`config.mk`:
```
export PLATFORM = sky130hd
export DESIGN_NAME = linear_scan_seq
export DESIGN_NICKNAME = d
export VERILOG_FILES = /design/src/rtl/lscan_pkg.sv /design/src/rtl/lscan_token_chain.sv /design/src/rtl/lscan_scan_timer.sv /design/src/rtl/lscan_strobe_gen.sv /design/src/rtl/linear_scan_seq.sv
export SDC_FILE = /design/constraint.sdc
export NUM_CORES = 1
export LEC_CHECK = 0
export BUFFER_PORTS_ARGS = -buffer_cell sky130_fd_sc_hd__buf_2
export CAP_MARGIN = 5
export CORE_UTILIZATION = 45
export DETAILED_ROUTE_END_ITERATION = 12
export HOLD_SLACK_MARGIN = 0.1
export MAX_ROUTING_LAYER = met4
export PLACE_DENSITY = 0.74
export SLEW_MARGIN = 20
export SYNTH_ARGS = -nofsm -noshare
export SYNTH_HDL_FRONTEND = slang
export SYNTH_HIERARCHICAL = 1
export SYNTH_SLANG_ARGS = --single-unit
```
`constraint.sdc`:
```
create_clock -name clk_i -period 1.6 [get_ports clk_i]
set_input_delay 0.16 -clock clk_i [delete_from_list [all_inputs] [get_ports clk_i]]
set_output_delay 0.16 -clock clk_i [all_outputs]
set_load 0.03 [all_outputs]
```
`src/rtl/lscan_pkg.sv`:
```
package lscan_pkg;
  localparam int unsigned PIX_N_DEF = 64;

  function automatic int unsigned idx_width(input int unsigned n);
    return $clog2(n + 1);
  endfunction
endpackage

```
`src/rtl/lscan_token_chain.sv`:
```
module lscan_token_chain #(
  parameter int unsigned PIX_N = lscan_pkg::PIX_N_DEF
) (
  input  logic             clk_i,
  input  logic             rst_ni,
  input  logic             load_i,
  output logic [PIX_N-1:0] sel_o
);
  logic [PIX_N-1:0] stage_q;

  for (genvar g = 0; g < PIX_N; g++) begin : g_stage
    logic d;
    if (g == 0) begin : g_head
      assign d = load_i;
    end else begin : g_body
      assign d = stage_q[g-1];
    end
    always_ff @(posedge clk_i or negedge rst_ni) begin
      if (!rst_ni) stage_q[g] <= 1'b0;
      else         stage_q[g] <= d;
    end
  end

  assign sel_o = stage_q;

  // never more than one token in flight
  a_r7_single_token: assert property (@(posedge clk_i) disable iff (!rst_ni)
    $onehot0(stage_q));
endmodule

```
`src/rtl/lscan_scan_timer.sv`:
```
module lscan_scan_timer #(
  parameter int unsigned PIX_N = lscan_pkg::PIX_N_DEF,
  localparam int unsigned IDX_W = lscan_pkg::idx_width(PIX_N)
) (
  input  logic             clk_i,
  input  logic             rst_ni,
  input  logic             load_i,
  output logic             oe_o,
  output logic [IDX_W-1:0] idx_o
);
  localparam logic [IDX_W-1:0] LAST = IDX_W'(PIX_N - 1);

  logic             oe_q;
  logic [IDX_W-1:0] idx_q;

  always_ff @(posedge clk_i or negedge rst_ni) begin
    if (!rst_ni) begin
      oe_q  <= 1'b0;
      idx_q <= '0;
    end else if (load_i) begin
      oe_q  <= 1'b1;
      idx_q <= '0;
    end else if (oe_q) begin
      if (idx_q == LAST) begin
        oe_q  <= 1'b0;
        idx_q <= '0;
      end else begin
        idx_q <= idx_q + 1'b1;
      end
    end
  end

  assign oe_o  = oe_q;
  assign idx_o = idx_q;

  // index stays in range while the window is open
  a_r8_idx_range: assert property (@(posedge clk_i) disable iff (!rst_ni)
    oe_q |-> (idx_q <= LAST));
endmodule

```
`src/rtl/lscan_strobe_gen.sv`:
```
module lscan_strobe_gen (
  input  logic clk_i,
  input  logic oe_i,
  output logic sh_o,
  output logic node_rst_o
);
  // sample in high phase, reset node in low phase: phases never overlap
  assign sh_o       = clk_i & oe_i;
  assign node_rst_o = ~clk_i;
endmodule

```
`src/rtl/linear_scan_seq.sv`:
```
module linear_scan_seq #(
  parameter int unsigned PIX_N = lscan_pkg::PIX_N_DEF,
  localparam int unsigned IDX_W = lscan_pkg::idx_width(PIX_N)
) (
  input  logic             clk_i,
  input  logic             rst_ni,
  input  logic             start_i,
  output logic [PIX_N-1:0] sel_o,
  output logic             oe_o,
  output logic [IDX_W-1:0] idx_o,
  output logic             carry_o,
  output logic             sh_o,
  output logic             node_rst_o
);
  logic busy;
  logic load;

  assign busy = |sel_o;
  assign load = start_i & ~busy;   // retrigger lockout while a token is in flight

  lscan_token_chain #(.PIX_N(PIX_N)) u_chain (
    .clk_i  (clk_i),
    .rst_ni (rst_ni),
    .load_i (load),
    .sel_o  (sel_o)
  );

  lscan_scan_timer #(.PIX_N(PIX_N)) u_timer (
    .clk_i  (clk_i),
    .rst_ni (rst_ni),
    .load_i (load),
    .oe_o   (oe_o),
    .idx_o  (idx_o)
  );

  lscan_strobe_gen u_strobe (
    .clk_i      (clk_i),
    .oe_i       (oe_o),
    .sh_o       (sh_o),
    .node_rst_o (node_rst_o)
  );

  assign carry_o = sel_o[PIX_N-1];

  a_r2_start_loads: assert property (@(posedge clk_i) disable iff (!rst_ni)
    (start_i && !busy) |=> (sel_o[0] && oe_o && idx_o == '0));

  a_r3_sel_matches_idx: assert property (@(posedge clk_i) disable iff (!rst_ni)
    oe_o |-> (sel_o == ({{(PIX_N-1){1'b0}}, 1'b1} << idx_o)));

  a_r4_carry_single: assert property (@(posedge clk_i) disable iff (!rst_ni)
    carry_o |=> (!carry_o && !oe_o && sel_o == '0));

  a_r5_close_empty: assert property (@(posedge clk_i) disable iff (!rst_ni)
    $fell(oe_o) |-> (sel_o == '0));

  a_r7_no_retrigger: assert property (@(posedge clk_i) disable iff (!rst_ni)
    busy |=> !sel_o[0]);

  a_r8_oe_tracks_chain: assert property (@(posedge clk_i) disable iff (!rst_ni)
    oe_o == busy);
endmodule

```
==> impl_metrics.toml <==
[setup_path]
crit_start = "u_chain/g_stage[28].d"
endpoint_kind = "flip-flop"
crit_type = "flip-flop to flip-flop"
crit_fanout = 9
startpoint_type = "flip-flop"
crit_arrival_ns = 1.76
worstPathRequired_ns = 1.81
r2r-start = "u_chain/g_stage[28].d"

[synthesis]
synth_warnings = 6
yosysMostFrequentCell = "dfrtp_1"
synth_ff_type = "dfrtp_1"
synthCells = 192
yosysTopAreaCell = "dfrtp_1"
yosysTopAreaCellShare_pct = 68.6
syn_nets = 196
async_reset_ff_share_pct = 100
synth_area_leaders = "dfrtp_1 69%, buf_4 18%, nor4_1 3.3%"
syn_area_um2 = 2630
synth_edf_count = 0
synth_seq_cells = 72
ys_top_cells_by_count = "72 x dfrtp_1, 64 x buf_4, 14 x nor4_1, 5 x nand2_1"
synth.distinct_cells = 28
synth_area_per_cell_um2 = 13.7
ys_seq_area_share_pct = 68.6

[power_and_ir_drop]
power_density_nw_per_um2 = 1680
p_leak_nw = 1.72
p_total_w = 0.00514
ir_drop_v = 0.00113

[sta]
rsz0062_at_grt = "true"
hold_viol = 0
fin_skew_ns = 0.00874
worstMarginPinSlew_ns = 0.572
tns_ns = 0
slew_violations = 0
relSlewSlack_pct = 61.9
setup_violations = 0
final.min_clock_period_ns = 1.54
fin_ws_ns = 0.0575
fmax_mhz = 648
post-route-period-util_pct = 96.4

[place]
io_buffers = 77
place.gp.congestion = 0.758
hpwl_mm = 3.41
post-place-ws_ns = 0.0266

[floorplan]
core-area_um2 = 5570
die_area_um2 = 6140
rows = 27
initial_core_util_pct = 47.1
fp.dieH_um = 78.4
die_x_um = 78.4
io_pins = 78

[drt]
ant_nets = 0
wl_per_cell_um = 15.7
viasPerCell = 4.87
remaining_drc_errors = 0
wl_mm = 4.84
vias = 1501
firstDrtPassIters = 4
drt-initial-drc-count = 63

[run_status]
outcome = "completed"

[cts]
cts_tree = "yes"
path_clk_slew_ns = 0.08
clock_latency_ns = 0.34

[global_routing]
grt_pass1_vias = 1499
grt_overflow_total = 0
antenna_found_initial = 0
grt_pass1_wl_mm = 7.73
grt_max_degree = 29
grt_use_total_pct = 18.3

[layout]
drive_above_1_share_pct = 48.7
insertedDiodeCount = 0
finish.utilization_pct = 54.9
finalNetCount = 235
area_growth_pct = 16.7

[hold_path]
min_path_type = "primary input to asynchronous set/reset pin"

[flow_run]
maxCapViolations = 0
state kept, by name, summed over array words and instances, names as in the netlist:
signal	count
u_chain/g_stage.d	63
u_timer/oe_o	1
u_chain/sel_o	1
u_timer/idx_o	7
final cells by class:
class | instances | area, um2
clock buffer | 14 | 181
clock inverter | 7 | 116
timing repair buffer | 89 | 508
fill | 487 | 2510
inverter | 1 | 3.75
multi-input combinational | 53 | 362
sequential | 72 | 1800
tap | 72 | 90.1
layer usage:
layer  global-route usage (%)  share of wire (%)  vias to the layer above
met5                        -                  0                        -
met4                     6.85               0.70                        0
met3                     8.26                7.7                        5
met2                     24.2                 45                       80
met1                     24.5                 46                      739
li1                         -                  -                      677
worst max-delay path, stage by stage, from the launching register on:
cell and delay [ns]:
dfrtp_1 0.41, nor4_2 0.28, and4_1 0.24, nand3_2 0.09
nor4_2 0.15, buf_4 0.20, a311oi_1 0.06
report_power, final:
| part | leakage [nW] | internal, W | total (W) | switching (W) |
|---|---|---|---|---|
| Clock | 0.160 | 0.00127 | 0.00210 | 0.000828 |
| Combinational | 0.581 | 0.000300 | 0.000898 | 0.000598 |
| Sequential | 0.977 | 0.00197 | 0.00214 | 0.000174 |
| Total | 1.72 | 0.00354 | 0.00514 | 0.00160 |
what timing repair did:
| item | 4_1_cts | 5_1_grt |
|---|---|---|
| resized for setup | 3 | 4 |
| hold endpoints to repair | 22 | 0 |
| hold buffers | 1 | 0 |
| setup endpoints to repair | 3 | 8 |
| pin swaps | 0 | 0 |
| buffers inserted | 0 | 0 |
worst paths after layout:
path	depth (start not counted)	end	slack (ns)
worst max-delay path	6	u_timer/idx_o[3]	0.06
worst min-delay path	2	u_chain/g_stage[63].d	0.34
worst max register to register	6	u_timer/idx_o[3]	0.06
worst min register to register	0	u_chain/g_stage[8].d	0.40
max in group asynchronous	3	u_chain/g_stage[28].d	0.71
min in group clk_i	0	u_chain/g_stage[8].d	0.40
cells in the final DEF (no fill, tap or decap), types with 4 or more instances in the layout:
cell type / synthesis / layout
buf_2: 0 / 76
dfrtp_1: 72 / 72
clkbuf_8: 0 / 12
buf_4: 64 / 11
nor4_1: 14 / 10
nor4_2: 1 / 5
nand2_1: 5 / 5
nor2_1: 4 / 4
nand4_1: 4 / 4
per-stage QoR:
stage	cells	hold WS (ns)	cell area [um2]
2_1_floorplan	192	-0.136	2630
3_3_place_gp	289	0.175	2740
3_5_place_dp	289	0.181	2740
4_1_cts	308	0.328	3040
5_1_grt	308	0.382	3060
6_report	308	0.343	3060
logic make-up after synthesis:
group	count (synthesis)	share of synthesized area (%)
adder cells (fa/ha/maj)	1	0.477
buffers and inverters	67	18.7
AND/OR/NAND/NOR	40	9.01
AO/OA/AOI/OAI	10	2.48
XOR/XNOR	2	0.667
flip-flops	72	68.6
Power figures use the tool's default switching activity.
